**src/rtl/soh_inserter.sv**
```systemverilog
module soh_inserter #(
  parameter int TRACE_LEN = 64,
  parameter int SHORT_LEN = 16,
  parameter int Z0_COUNT  = 3
) (
  input  logic       clk,
  input  logic       rst_n,
  input  logic [7:0] in_data,
  input  logic       in_valid,
  input  logic       in_sof,
  input  logic       at_e1,
  input  logic       at_f1,
  input  logic       at_j0,
  input  logic       at_z0,
  input  logic       cfg_e1_off,
  input  logic       cfg_f1_off,
  input  logic       cfg_j0_off,
  input  logic       cfg_z0_off,
  input  logic       cfg_trace_short,
  input  logic       wr_en,
  input  logic [1:0] wr_sel,
  input  logic [5:0] wr_addr,
  input  logic [7:0] wr_data,
  output logic [7:0] out_data,
  output logic       out_valid,
  output logic       out_sof
);
  localparam int TAW = $clog2(TRACE_LEN);
  localparam int ZAW = (Z0_COUNT > 1) ? $clog2(Z0_COUNT) : 1;
  localparam int ZCW = $clog2(Z0_COUNT + 1);

  logic [7:0] e1_sh, e1_act, f1_sh, f1_act;
  logic [7:0] tr_sh [TRACE_LEN];
  logic [7:0] tr_act[TRACE_LEN];
  logic [7:0] z0_sh [Z0_COUNT];
  logic [7:0] z0_act[Z0_COUNT];
  logic [TAW-1:0] j0_idx, j0_last;
  logic [ZCW-1:0] z0_cnt;
  logic short_q;
  logic [7:0] nxt;

  wire frame_start = in_valid & in_sof;
  wire z0_room     = z0_cnt < ZCW'(Z0_COUNT);
  assign j0_last   = short_q ? TAW'(SHORT_LEN - 1) : TAW'(TRACE_LEN - 1);

  always_ff @(posedge clk) begin
    if (!rst_n) begin
      e1_sh <= '0; e1_act <= '0; f1_sh <= '0; f1_act <= '0;
      for (int i = 0; i < TRACE_LEN; i++) begin tr_sh[i] <= '0; tr_act[i] <= '0; end
      for (int i = 0; i < Z0_COUNT; i++) begin z0_sh[i] <= '0; z0_act[i] <= '0; end
    end else begin
      if (frame_start) begin
        e1_act <= e1_sh;
        f1_act <= f1_sh;
        tr_act <= tr_sh;
        z0_act <= z0_sh;
      end
      if (wr_en) begin
        case (wr_sel)
          2'd0: e1_sh <= wr_data;
          2'd1: f1_sh <= wr_data;
          2'd2: if (int'(wr_addr) < TRACE_LEN) tr_sh[wr_addr[TAW-1:0]] <= wr_data;
          default: if (int'(wr_addr) < Z0_COUNT) z0_sh[wr_addr[ZAW-1:0]] <= wr_data;
        endcase
      end
    end
  end

  always_ff @(posedge clk) begin
    if (!rst_n) begin
      j0_idx  <= '0;
      short_q <= 1'b0;
      z0_cnt  <= '0;
    end else begin
      if (frame_start && cfg_trace_short != short_q) begin
        j0_idx  <= '0;
        short_q <= cfg_trace_short;
      end else if (in_valid && at_j0) begin
        j0_idx <= (j0_idx == j0_last) ? '0 : j0_idx + 1'b1;
      end
      if (frame_start) z0_cnt <= '0;
      else if (in_valid && at_z0 && z0_room) z0_cnt <= z0_cnt + 1'b1;
    end
  end

  always_comb begin
    nxt = in_data;
    if (in_valid) begin
      if (at_e1) begin
        if (!cfg_e1_off) nxt = e1_act;
      end else if (at_f1) begin
        if (!cfg_f1_off) nxt = f1_act;
      end else if (at_j0) begin
        if (!cfg_j0_off) nxt = tr_act[j0_idx];
      end else if (at_z0 && !cfg_z0_off && z0_room) begin
        nxt = z0_act[z0_cnt[ZAW-1:0]];
      end
    end
  end

  always_ff @(posedge clk) begin
    if (!rst_n) begin
      out_data  <= '0;
      out_valid <= 1'b0;
      out_sof   <= 1'b0;
    end else begin
      out_data  <= nxt;
      out_valid <= in_valid;
      out_sof   <= in_sof;
    end
  end
endmodule

```
**config.mk**
```make
export PLATFORM = sky130hd
export DESIGN_NAME = soh_inserter
export DESIGN_NICKNAME = d
export VERILOG_FILES = /design/src/rtl/soh_inserter.sv
export SDC_FILE = /design/constraint.sdc
export NUM_CORES = 2
export LEC_CHECK = 0
export ABC_AREA = 1
export CAP_MARGIN = 15
export CORE_MARGIN = 5
export CORE_UTILIZATION = 45
export DETAILED_ROUTE_END_ITERATION = 8
export DONT_BUFFER_PORTS = 1
export PLACE_DENSITY_LB_ADDON = 0.12
export SLEW_MARGIN = 20
export SYNTH_ARGS = -nofsm -noshare
export SYNTH_HDL_FRONTEND = slang
export SYNTH_SLANG_ARGS = --single-unit
```
**constraint.sdc**
```tcl
create_clock -name clk -period 1.7 [get_ports clk]
set_input_delay 0 -clock clk [delete_from_list [all_inputs] [get_ports clk]]
set_output_delay 0 -clock clk [all_outputs]
set_load 0.02 [all_outputs]
```
==> flow_summary_export.csv <==
group,metric,value,unit
synth,synth-seq-cells,1123,
detailed_routing,wire_per_inst,18.7,um
timing,slew_headroom,-22.5,%
synth,syn-cell-area,0.0430,mm^2
power_and_ir_drop,p_leak,21.9,nW
global_route,antenna_found_initial,1,
critical_path,r2r-end,"out_data[7]",
synth,yosys_warnings,0,
global_route,gr-usage-all-layers,26.2,%
timing,finalHoldViolations,70,
floorplanning,die_area,0.102,mm^2
detailed_routing,drc,0,
timing,slew_violations,345,
critical_path,path_class,"register to register",
place,dp_cells,6812,
critical_path,start_kind,"register",
power_and_ir_drop,p_sw,0.0142,W
cells_and_area,n_antenna_cell,0,
place,port_buffers,0,
outcome,violations,"hold timing, slew limit, setup timing",
detailed_routing,wirelength,143000,um
place,gp_congestion,0.869,
min_path,holdPathStages,2,
cells_and_area,final_common_cell,"o21ai_0",
synth,yosysUniqueCellTypes,24,
critical_path,worstReg2RegStart,"j0_idx[0]",
cells_and_area,layout-drive-gt1-share,8.65,%
synth,synth_fp_nets,5827,
detailed_routing,vias,41400,
timing,hold-worst-slack,-512,ps
power_and_ir_drop,power_frac_seq,46.7,%
power_and_ir_drop,swShare,24.0,%
min_path,hp-class,"input port to register",
global_route,grt-ovfl-total,0,
power_and_ir_drop,irDropWorstVdd,0.775,mV
clock_network,cts_made_buffers,116,
cells_and_area,nets,6350,
detailed_routing,drt_first_pass_iters,6,
critical_path,arrival,2770,ps
global_route,grt_pass1_vias,37200,
critical_path,rr_worst_depth,16,
power_and_ir_drop,combPwrFrac,9.3,%
critical_path,cp-end-kind,"register",
cells_and_area,multi_input_area,0.0186,mm^2
power_and_ir_drop,total_power,0.0592,W
global_route,grt_pass1_wl,216000,um
cells_and_area,final_cell_mix,"o21ai_0 (1141), dfxtp_1 (1121), nor2_1 (1063), nand2_1 (744), a21oi_1 (717)",
detailed_routing,via_per_inst,5.39,
timing,fin_skew,27.0,ps
clock_network,cts-root-buf,"clkbuf_16",
cells_and_area,nFillCells,8701,
cells_and_area,area_growth,31.3,%
floorplanning,start_util,45.3,%
timing,tightest_slew,1840,ps
power_and_ir_drop,pwr-share-clk,43.9,%
cells_and_area,final_cells,7669,
timing,max_freq,461,MHz
synth,syn_inst,5787,
clock_network,tritoncts,"done",
floorplanning,num_io_pins,48,
floorplanning,die_x,319,um
timing,fin_ws,-470,ps
timing,period_share,128,%
critical_path,cp_max_fo,15,
clock_network,insertion_delay,710,ps
detailed_routing,initialDrtViolationCount,4165,
clock_network,cts_sinks,1123,
detailed_routing,postRouteAntennaNets,0,
synth,syn_avg_cell_area,7.43,um^2
clock_network,clk_pin_slew,70,ps
critical_path,cpPeakStageDelay,460,ps
timing,period_minus_slack,2170,ps
synth,ys_seq_area_share,52.3,%
clock_network,htreeDepth,3,
cells_and_area,seq_area,0.0225,mm^2
global_route,grt_max_degree,1110,
floorplanning,die_y,319,um
floorplanning,coreArea,0.0949,mm^2
power_and_ir_drop,power_per_cell_area,1050,mW/mm^2
critical_path,cp_slowest_cell,"dfxtp_4",
clock_network,cts_buffer_depth,3,
critical_path,crit_top_cell,"nand2_1",
critical_path,cp.required,2300,ps
critical_path,crit_family,"simple AND/OR/NAND/NOR gates",
power_and_ir_drop,p_int,0.0450,W
timing,setup_viol,40,
floorplanning,rows,113,
min_path,whs_endpoint,"tr_sh[183]",
critical_path,path_buf_inv,4,
critical_path,path_cells,"inv_8 > buf_16 > buf_12 > buf_4 > nand2_1 > nand3_1 > nand3_1 > nand3_1 > nand3_1 > nand2_1 > nand2_1 > nand3_4 > nand2_1 > nand2_1 > nand2_1 > a21oi_1",
run,cap_viol_max_count,0,
timing,rsz0062_at_grt,"true",
critical_path,rrSetupSlack,-470,ps
min_path,hp-start,"rst_n",
place,post-dp-hpwl,78800,um
outcome,status,"finished, violations left",
## logic make-up after synthesis
kind of cell               Yosys count  synth area share (%)
and+or+nand+nor                   2159                  19.8
adders and majority gates            2                0.0582
xor gates and xnor gates             3                0.0611
DFF                               1123                  52.3
buffers and inverters              606                  5.63
AOI/OAI and AO/OA                 1894                  22.1
## registers in the layout, summed over array words and instances (netlist names)
signal	flops
z0_sh	24
z0_cnt	2
out_sof	1
out_valid	1
e1_act	8
e1_sh	8
f1_sh	8
tr_sh	512
z0_act	24
f1_act	8
short_q	1
tr_act	512
out_data	8
j0_idx	6
## through the flow
stage	setup TNS, ps	cell area [um^2]	hold slack, ps	setup WS, ps	util, %
2_1_floorplan	0	43000	93.5	9.38	-
3_3_place_gp	-5730	45200	94.9	-744	47.6
3_5_place_dp	-5760	45200	99.5	-739	47.6
4_1_cts	-12470	54400	-538	-407	57.3
5_1_grt	-5610	56500	-506	-600	59.5
6_report	-4740	56500	-512	-470	59.5
## power by group through the flow
stage / Combinational [W] / Clock (W) / Sequential, W
5_1_grt: 0.00604 / 0.0276 / 0.0277
2_1_floorplan: 0.00282 / 0 / 0.0280
4_1_cts: 0.00517 / 0.0264 / 0.0276
3_3_place_gp: 0.00388 / 0 / 0.0282
6_report: 0.00553 / 0.0260 / 0.0277
3_5_place_dp: 0.00391 / 0 / 0.0282
## worst register-to-register path: stages, from the launching register on
cell     delay [ps]
dfxtp_4         460
inv_8           110
buf_16          170
buf_12          170
buf_4           160
nand2_1          60
nand3_1          70
nand3_1         130
nand3_1         120
nand3_1          90
nand2_1          70
nand2_1         100
nand3_4         110
nand2_1          90
nand2_1          50
nand2_1          50
a21oi_1          50
## cell type report
cell class | count | share of cell area, %
inverter | 132 | 0.942
multi-input combinational | 4058 | 32.9
tap | 1265 | 2.80
sequential | 1123 | 39.8
clock buffer | 173 | 5.97
clock inverter | 39 | 0.920
timing repair buffer | 879 | 16.6
## worst max-delay path by stage
stage,startpoint,end,slack [ps],depth (start not counted)
after floorplan,j0_idx[0],out_data[1],9,15
after global placement,j0_idx[0],out_data[3],-740,14
after detailed placement,j0_idx[0],out_data[7],-740,14
after CTS,j0_idx[0],out_data[4],-410,16
after global routing,j0_idx[0],out_data[7],-600,16
final,j0_idx[0],out_data[7],-470,16
## synth_stat cells
| library cell | number | share of area [%] |
|---|---|---|
| ha_1 | 2 | 0.058 |
| clkinv_1 | 6 | 0.052 |
| nand4_1 | 3 | 0.044 |
| dfxtp_1 | 1123 | 52 |
| nor3b_2 | 1 | 0.029 |
| buf_2 | 70 | 0.81 |
| inv_2 | 10 | 0.087 |
| nand3_1 | 299 | 3.5 |
| a31o_2 | 1 | 0.020 |
| inv_1 | 116 | 1.0 |
| buf_4 | 16 | 0.28 |
| nand2_1 | 764 | 6.7 |
| clkbuf_1 | 374 | 3.3 |
| nor2_1 | 1073 | 9.4 |
| nor2_2 | 1 | 0.015 |
| o21ai_0 | 1148 | 13 |
| nor3_1 | 17 | 0.20 |
| o21a_1 | 1 | 0.017 |
| a21oi_1 | 727 | 8.5 |
| xor2_1 | 3 | 0.061 |
| a211oi_1 | 9 | 0.16 |
| a31oi_1 | 8 | 0.12 |
| buf_1 | 14 | 0.12 |
| nand3b_1 | 1 | 0.017 |
## routing by layer
metal	vias to the layer above	GRT usage, %	routed length, um
li1	20300	-	-
met1	19600	36.6	64100
met2	1148	43.0	66400
met3	264	3.55	8510
met4	0	7.18	4130
met5	-	0	0
## what timing repair did
| item | CTS | global route |
|---|---|---|
| hold buffers | 440 | 182 |
| cloned | 11 | 5 |
| pin swaps | 12 | 5 |
| gates resized for setup | 108 | 49 |
| endpoints found under the setup margin | 14 | 326 |
| buffers inserted | 7 | 6 |
| hold endpoints to repair | 1123 | 624 |
Note: power is estimated with default switching activity, not from simulation.
